`config.mk`:
```
export PLATFORM = sky130hd
export DESIGN_NAME = evt_cmp_channel
export DESIGN_NICKNAME = d
export VERILOG_FILES = /design/src/rtl/evt_cmp_channel.sv
export SDC_FILE = /design/constraint.sdc
export NUM_CORES = 1
export LEC_CHECK = 0
export ABC_AREA = 1
export CORE_MARGIN = 2
export CORE_UTILIZATION = 40
export CTS_BUF_LIST = sky130_fd_sc_hd__clkbuf_8
export CTS_CLUSTER_SIZE = 10
export DETAILED_ROUTE_END_ITERATION = 8
export PLACE_DENSITY = 0.64
export SLEW_MARGIN = 20
export SYNTH_ARGS = -nofsm -noshare
export SYNTH_HDL_FRONTEND = slang
export SYNTH_SLANG_ARGS = --single-unit
export TNS_END_PERCENT = 5
```
`constraint.sdc`:
```
create_clock -name clk -period 4.5 [get_ports clk]
set_input_delay 1.35 -clock clk [delete_from_list [all_inputs] [get_ports clk]]
set_output_delay 1.35 -clock clk [all_outputs]
set_load 0.03 [all_outputs]
```
`src/rtl/evt_cmp_channel.sv`:
```
module evt_cmp_channel #(
  parameter int CNT_W = 64,
  parameter int LOW_W = 32
) (
  input  logic             clk,
  input  logic             rst_n,
  input  logic [CNT_W-1:0] count_i,
  input  logic             run_i,
  input  logic             wr_en_i,
  input  logic             wr_sel_i,
  input  logic             wr_hi_i,
  input  logic             wr_wide_i,
  input  logic [CNT_W-1:0] wr_data_i,
  output logic [4:0]       cfg_o,
  output logic [CNT_W-1:0] cmp_o,
  output logic             fire_o
);
  localparam logic [CNT_W-1:0] STEP     = CNT_W'(1) << LOW_W;
  localparam logic [CNT_W-1:0] LOW_ONES = STEP - CNT_W'(1);
  localparam logic [CNT_W-1:0] ONE      = CNT_W'(1);

  logic             periodic_q, mode32_q, setval_q;
  logic [CNT_W-1:0] cmp_q, period_q, target_q, final_q;
  logic             armed_q, wrap_q, catch_q, rearm_q, run_q, fire_q;

  logic             cfg_wr, cmp_wr, per_on;
  logic [CNT_W-1:0] ext, eff, nwrap, diff, stepped;
  logic             wrap_need, match;

  function automatic logic [CNT_W-1:0] put(input logic [CNT_W-1:0] old);
    if (mode32_q)       put = wr_data_i & LOW_ONES;
    else if (wr_wide_i) put = wr_data_i;
    else if (wr_hi_i)   put = {wr_data_i[LOW_W-1:0], old[LOW_W-1:0]};
    else                put = {old[CNT_W-1:LOW_W], wr_data_i[LOW_W-1:0]};
  endfunction

  assign cfg_wr  = wr_en_i && !wr_sel_i && (!wr_hi_i || wr_wide_i);
  assign cmp_wr  = wr_en_i && wr_sel_i && !(mode32_q && wr_hi_i && !wr_wide_i);
  assign per_on  = periodic_q && (period_q != '0);

  assign ext     = {count_i[CNT_W-1:LOW_W], cmp_q[LOW_W-1:0]};
  assign eff     = !mode32_q ? cmp_q : ((ext < count_i) ? ext + STEP : ext);
  assign nwrap   = (count_i | LOW_ONES) + ONE;
  assign wrap_need = mode32_q && !periodic_q && (eff > nwrap);

  assign diff    = count_i - target_q;
  assign stepped = target_q + period_q;
  assign match   = armed_q && run_i && !rearm_q && !catch_q && !diff[CNT_W-1];

  assign cfg_o  = {1'b1, 1'b1, setval_q, mode32_q, periodic_q};
  assign cmp_o  = cmp_q;
  assign fire_o = fire_q;

  always_ff @(posedge clk) begin
    if (!rst_n) begin
      periodic_q <= 1'b0;
      mode32_q   <= 1'b0;
      setval_q   <= 1'b0;
      cmp_q      <= '1;
      period_q   <= '0;
      target_q   <= '0;
      final_q    <= '0;
      armed_q    <= 1'b0;
      wrap_q     <= 1'b0;
      catch_q    <= 1'b0;
      rearm_q    <= 1'b0;
      run_q      <= 1'b0;
      fire_q     <= 1'b0;
    end else begin
      fire_q  <= match;
      run_q   <= run_i;
      rearm_q <= run_i && (cfg_wr || cmp_wr || !run_q);

      if (rearm_q) begin
        target_q <= wrap_need ? nwrap : eff;
        final_q  <= eff;
        wrap_q   <= wrap_need;
        armed_q  <= 1'b1;
        catch_q  <= 1'b0;
      end else if (match) begin
        if (per_on) begin
          target_q <= stepped;
          cmp_q    <= mode32_q ? (stepped & LOW_ONES) : stepped;
          catch_q  <= 1'b1;
        end else if (wrap_q) begin
          wrap_q   <= 1'b0;
          target_q <= final_q;
        end else begin
          armed_q  <= 1'b0;
        end
      end else if (catch_q) begin
        if (diff[CNT_W-1]) begin
          catch_q <= 1'b0;
        end else begin
          target_q <= stepped;
          cmp_q    <= mode32_q ? (stepped & LOW_ONES) : stepped;
        end
      end

      if (cfg_wr) begin
        periodic_q <= wr_data_i[0];
        mode32_q   <= wr_data_i[1];
        setval_q   <= wr_data_i[2];
        if (wr_data_i[1]) begin
          cmp_q    <= cmp_q & LOW_ONES;
          period_q <= period_q & LOW_ONES;
        end
      end

      if (cmp_wr) begin
        if (!periodic_q || setval_q) cmp_q <= put(cmp_q);
        if (periodic_q) period_q <= put(period_q);
        setval_q <= 1'b0;
      end

      if (!run_i) begin
        armed_q <= 1'b0;
        catch_q <= 1'b0;
      end
    end
  end
endmodule

```
==> impl_results.md <==
* Dpl ws at -1.314 ns
* Worst Setup SP: count_i[31]
* Filler Cell Count at 6,016
* Cell with the most instances after synthesis: nand2_1
* Most used cell, CP: nand2_1
* Peak supply drop at 0.0002291 V
* Clk_lat worst skew at 0.69 ns
* Final WL at 105.5 mm
* Initial core utilization at 0.4026
* Worst path max stage delay at 0.28 ns
* Largest net degree at the start of global routing at 172
* Post-route ant nets at 0
* Per-cell routed wire length at 20.45 um
* Clk pin slew, worst setup/hold paths at 0.06 ns
* Sequential area share after synthesis at 0.2241
* Drt pass-1 iters at 5
* Final setup vio count at 1
* Worst path slowest cell: ha_1
* Critical path buffers and inverters at 10
* Share of layout cells above drive strength 1 at 0.1530
* Die footprint at 61,150 um^2
* Worst relative slew slack at 0.1655
* Vias per cell at 5.443
* Smallest hold slack at 0.4244 ns
* Number of synthesized flops with an enable pin at 0
* Post-route minimum period at 4.502 ns
* Setup tns final at -0.002492 ns
* CORE AREA at 58,800 um^2
* Post-synth top cells: nand2_1 (1,067), inv_1 (502), nor2_1 (446)
* Count of warnings emitted by yosys at 0
* Net switching fraction of the power at 0.3850
* GPL Wtd Cong at 0.9948
* Sink Count at 265
* Slew Limit Fails at 0
* Drt drc at 0
* Fin nets at 4,674
* DR vias at 28,090
* Fraction of registers with async set or reset after synthesis at 0
* Largest delay contributor family on the critical path: simple AND/OR/NAND/NOR gates
* Pwr dens at 263.2 nW/um^2
* HPWL Detailed at 80.53 mm
* Vias in the first global route at 26,080
* Yosys reg bits at 265
* Sw power at 3.107 mW
* Setup crit end kind: flip-flop
* Critical Path Source Type: input port
* Worst endpoint data arrival time at 5.05 ns
* Worst r2r src: cmp_o[31]
* Pleak at 14.86 nW
* I/O pins at 205
* Top cell type's share of synthesized area at 0.2241
* Outcome: complete, but fails checks
* Total power at 8.071 mW
* CTS root buf: clkbuf_8
* Hold path startpoint: run_q
* Post-Syn Area at 23,670 um^2
* Critical Path RT at 5.05 ns
* # H-tree levels at 2
* Worst Tran Pin Value at 1.250 ns
* Worst Skew at 0.04086 ns
* Port-buffer cells at 202
* Die height at 247.3 um
* Gr usage total at 0.3337
* Failing checks: negative setup slack
* Period utilization at 1.001
* Max-Cap Viols at 0
* Crit Path Class: input port to flip-flop
* Clock Power Share at 0.309
* Internal power at 4.963 mW
* Unique masters post-synth at 52
* Synth-to-Final Area Change at 29.52%
* Maximum clock path buffer count at 3
* Iter 0 DRT Violations at 2,701
* Post-synth top area cell: dfxtp_1
* Logic pwr share at 0.351
* GR Overflow Total at 0
* Syn_area_per_cell at 5.929 um^2
* Die width at 247.3 um
* Main flop type after synthesis: dfxtp_1
* Num rows at 89
* Critical path peak fanout at 8
* Final Hold Viols at 0
* CTS Buf Count at 51
* Post-synthesis instance total at 3,993
* F_max at 0.2221 GHz
* RSZ-0062 raised after global routing: yes
* Area contributors post-synth: dfxtp_1 (22%), nand2_1 (17%), ha_1 (10%)
* Sequential power share at 0.340
* First-pass GRT wire length at 155.8 mm
* Initial antenna violation count at 1
* Worst hold path type: flip-flop to flip-flop
* CTS tree: built
* Final setup margin at -0.002492 ns
* Final Util at 0.5215
[routing by layer]
layer | GRT usage | wire length [um] | up-vias | part of all wire
met4 | 0.1604 | 5669 | 0 | 0.054
met2 | 0.5321 | 46620 | 1272 | 0.44
met1 | 0.4400 | 44600 | 12910 | 0.42
li1 | - | - | 13630 | -
met5 | 0 | 0 | - | 0
met3 | 0.04927 | 8610 | 275 | 0.082
[area by class of cell]
type	instances	area, um^2	share of cell area
Clock inverter	26	143.9	0.004693
Tap cell	773	967.2	0.03154
Antenna cell	1	2.502	0.00008161
Sequential cell	265	5310	0.1732
Inverter	511	1938	0.06321
Multi-Input combinational cell	3005	16600	0.5414
Clock buffer	64	880.8	0.02873
Timing Repair Buffer	515	4820	0.1572
[what timing repair did]
| action | 4_1_cts | 5_1_grt |
|---|---|---|
| resized for setup | 149 | 268 |
| endpoints found under the setup margin | 65 | 66 |
| setup buffers | 20 | 10 |
| gates cloned | 4 | 3 |
| hold buffers | 0 | 0 |
| pin swaps | 37 | 88 |
[metrics by stage]
step | area [um^2] | cells
6_report | 30660 | 5160
5_1_grt | 30660 | 5159
3_5_place_dp | 28130 | 5034
4_1_cts | 29710 | 5147
2_1_floorplan | 23860 | 3994
3_3_place_gp | 28130 | 5034
[flip-flops by register name, summed over array words and instances, names as in the netlist, 64 cells and up]
signal and flops:
period_q 64, cmp_o 64, target_q 64, final_q 64
[path summary, 6_finish.rpt]
| check | to | slack, ns | cells past startpoint |
|---|---|---|---|
| setup / recovery | target_q[62] | -0.002 | 33 |
| hold / removal | rearm_q | 0.42 | 1 |
| setup reg to reg | target_q[62] | 0.32 | 31 |
| hold reg to reg | rearm_q | 0.42 | 1 |
[power by group through the flow]
stage / combinational (mW) / sequential (mW) / clock (mW)
floorplan: 1.50 / 2.72 / 0
global placement: 2.44 / 2.78 / 0
detailed placement: 2.46 / 2.78 / 0
CTS: 2.59 / 2.73 / 2.52
global route: 3.11 / 2.75 / 2.61
finish: 2.83 / 2.74 / 2.50
[logic make-up after synthesis]
| logic type | count (synthesis) | share of synthesized area |
|---|---|---|
| compound gates | 822 | 0.1870 |
| xor+xnor | 78 | 0.02886 |
| fa+ha+maj | 190 | 0.1007 |
| buf+inv | 724 | 0.1250 |
| flops | 265 | 0.2241 |
| other cells | 1 | 0.0001584 |
| simple gates | 1913 | 0.3342 |
[placed cells by master (no fill, tap or decap), types with 39 or more instances in the layout]
| cell | instances |
|---|---|
| nand3_1 | 225 |
| a21oi_1 | 327 |
| dfxtp_1 | 263 |
| nor2_1 | 419 |
| xor2_1 | 41 |
| buf_4 | 275 |
| clkdlybuf4s50_1 | 147 |
| ha_1 | 151 |
| clkbuf_8 | 64 |
| o21ai_1 | 96 |
| nand2_1 | 1024 |
| inv_1 | 483 |
| inv_2 | 39 |
| o21ai_0 | 233 |
| nand2_2 | 39 |
| nand4_1 | 49 |
No activity file was read; power rests on OpenSTA's default activity.
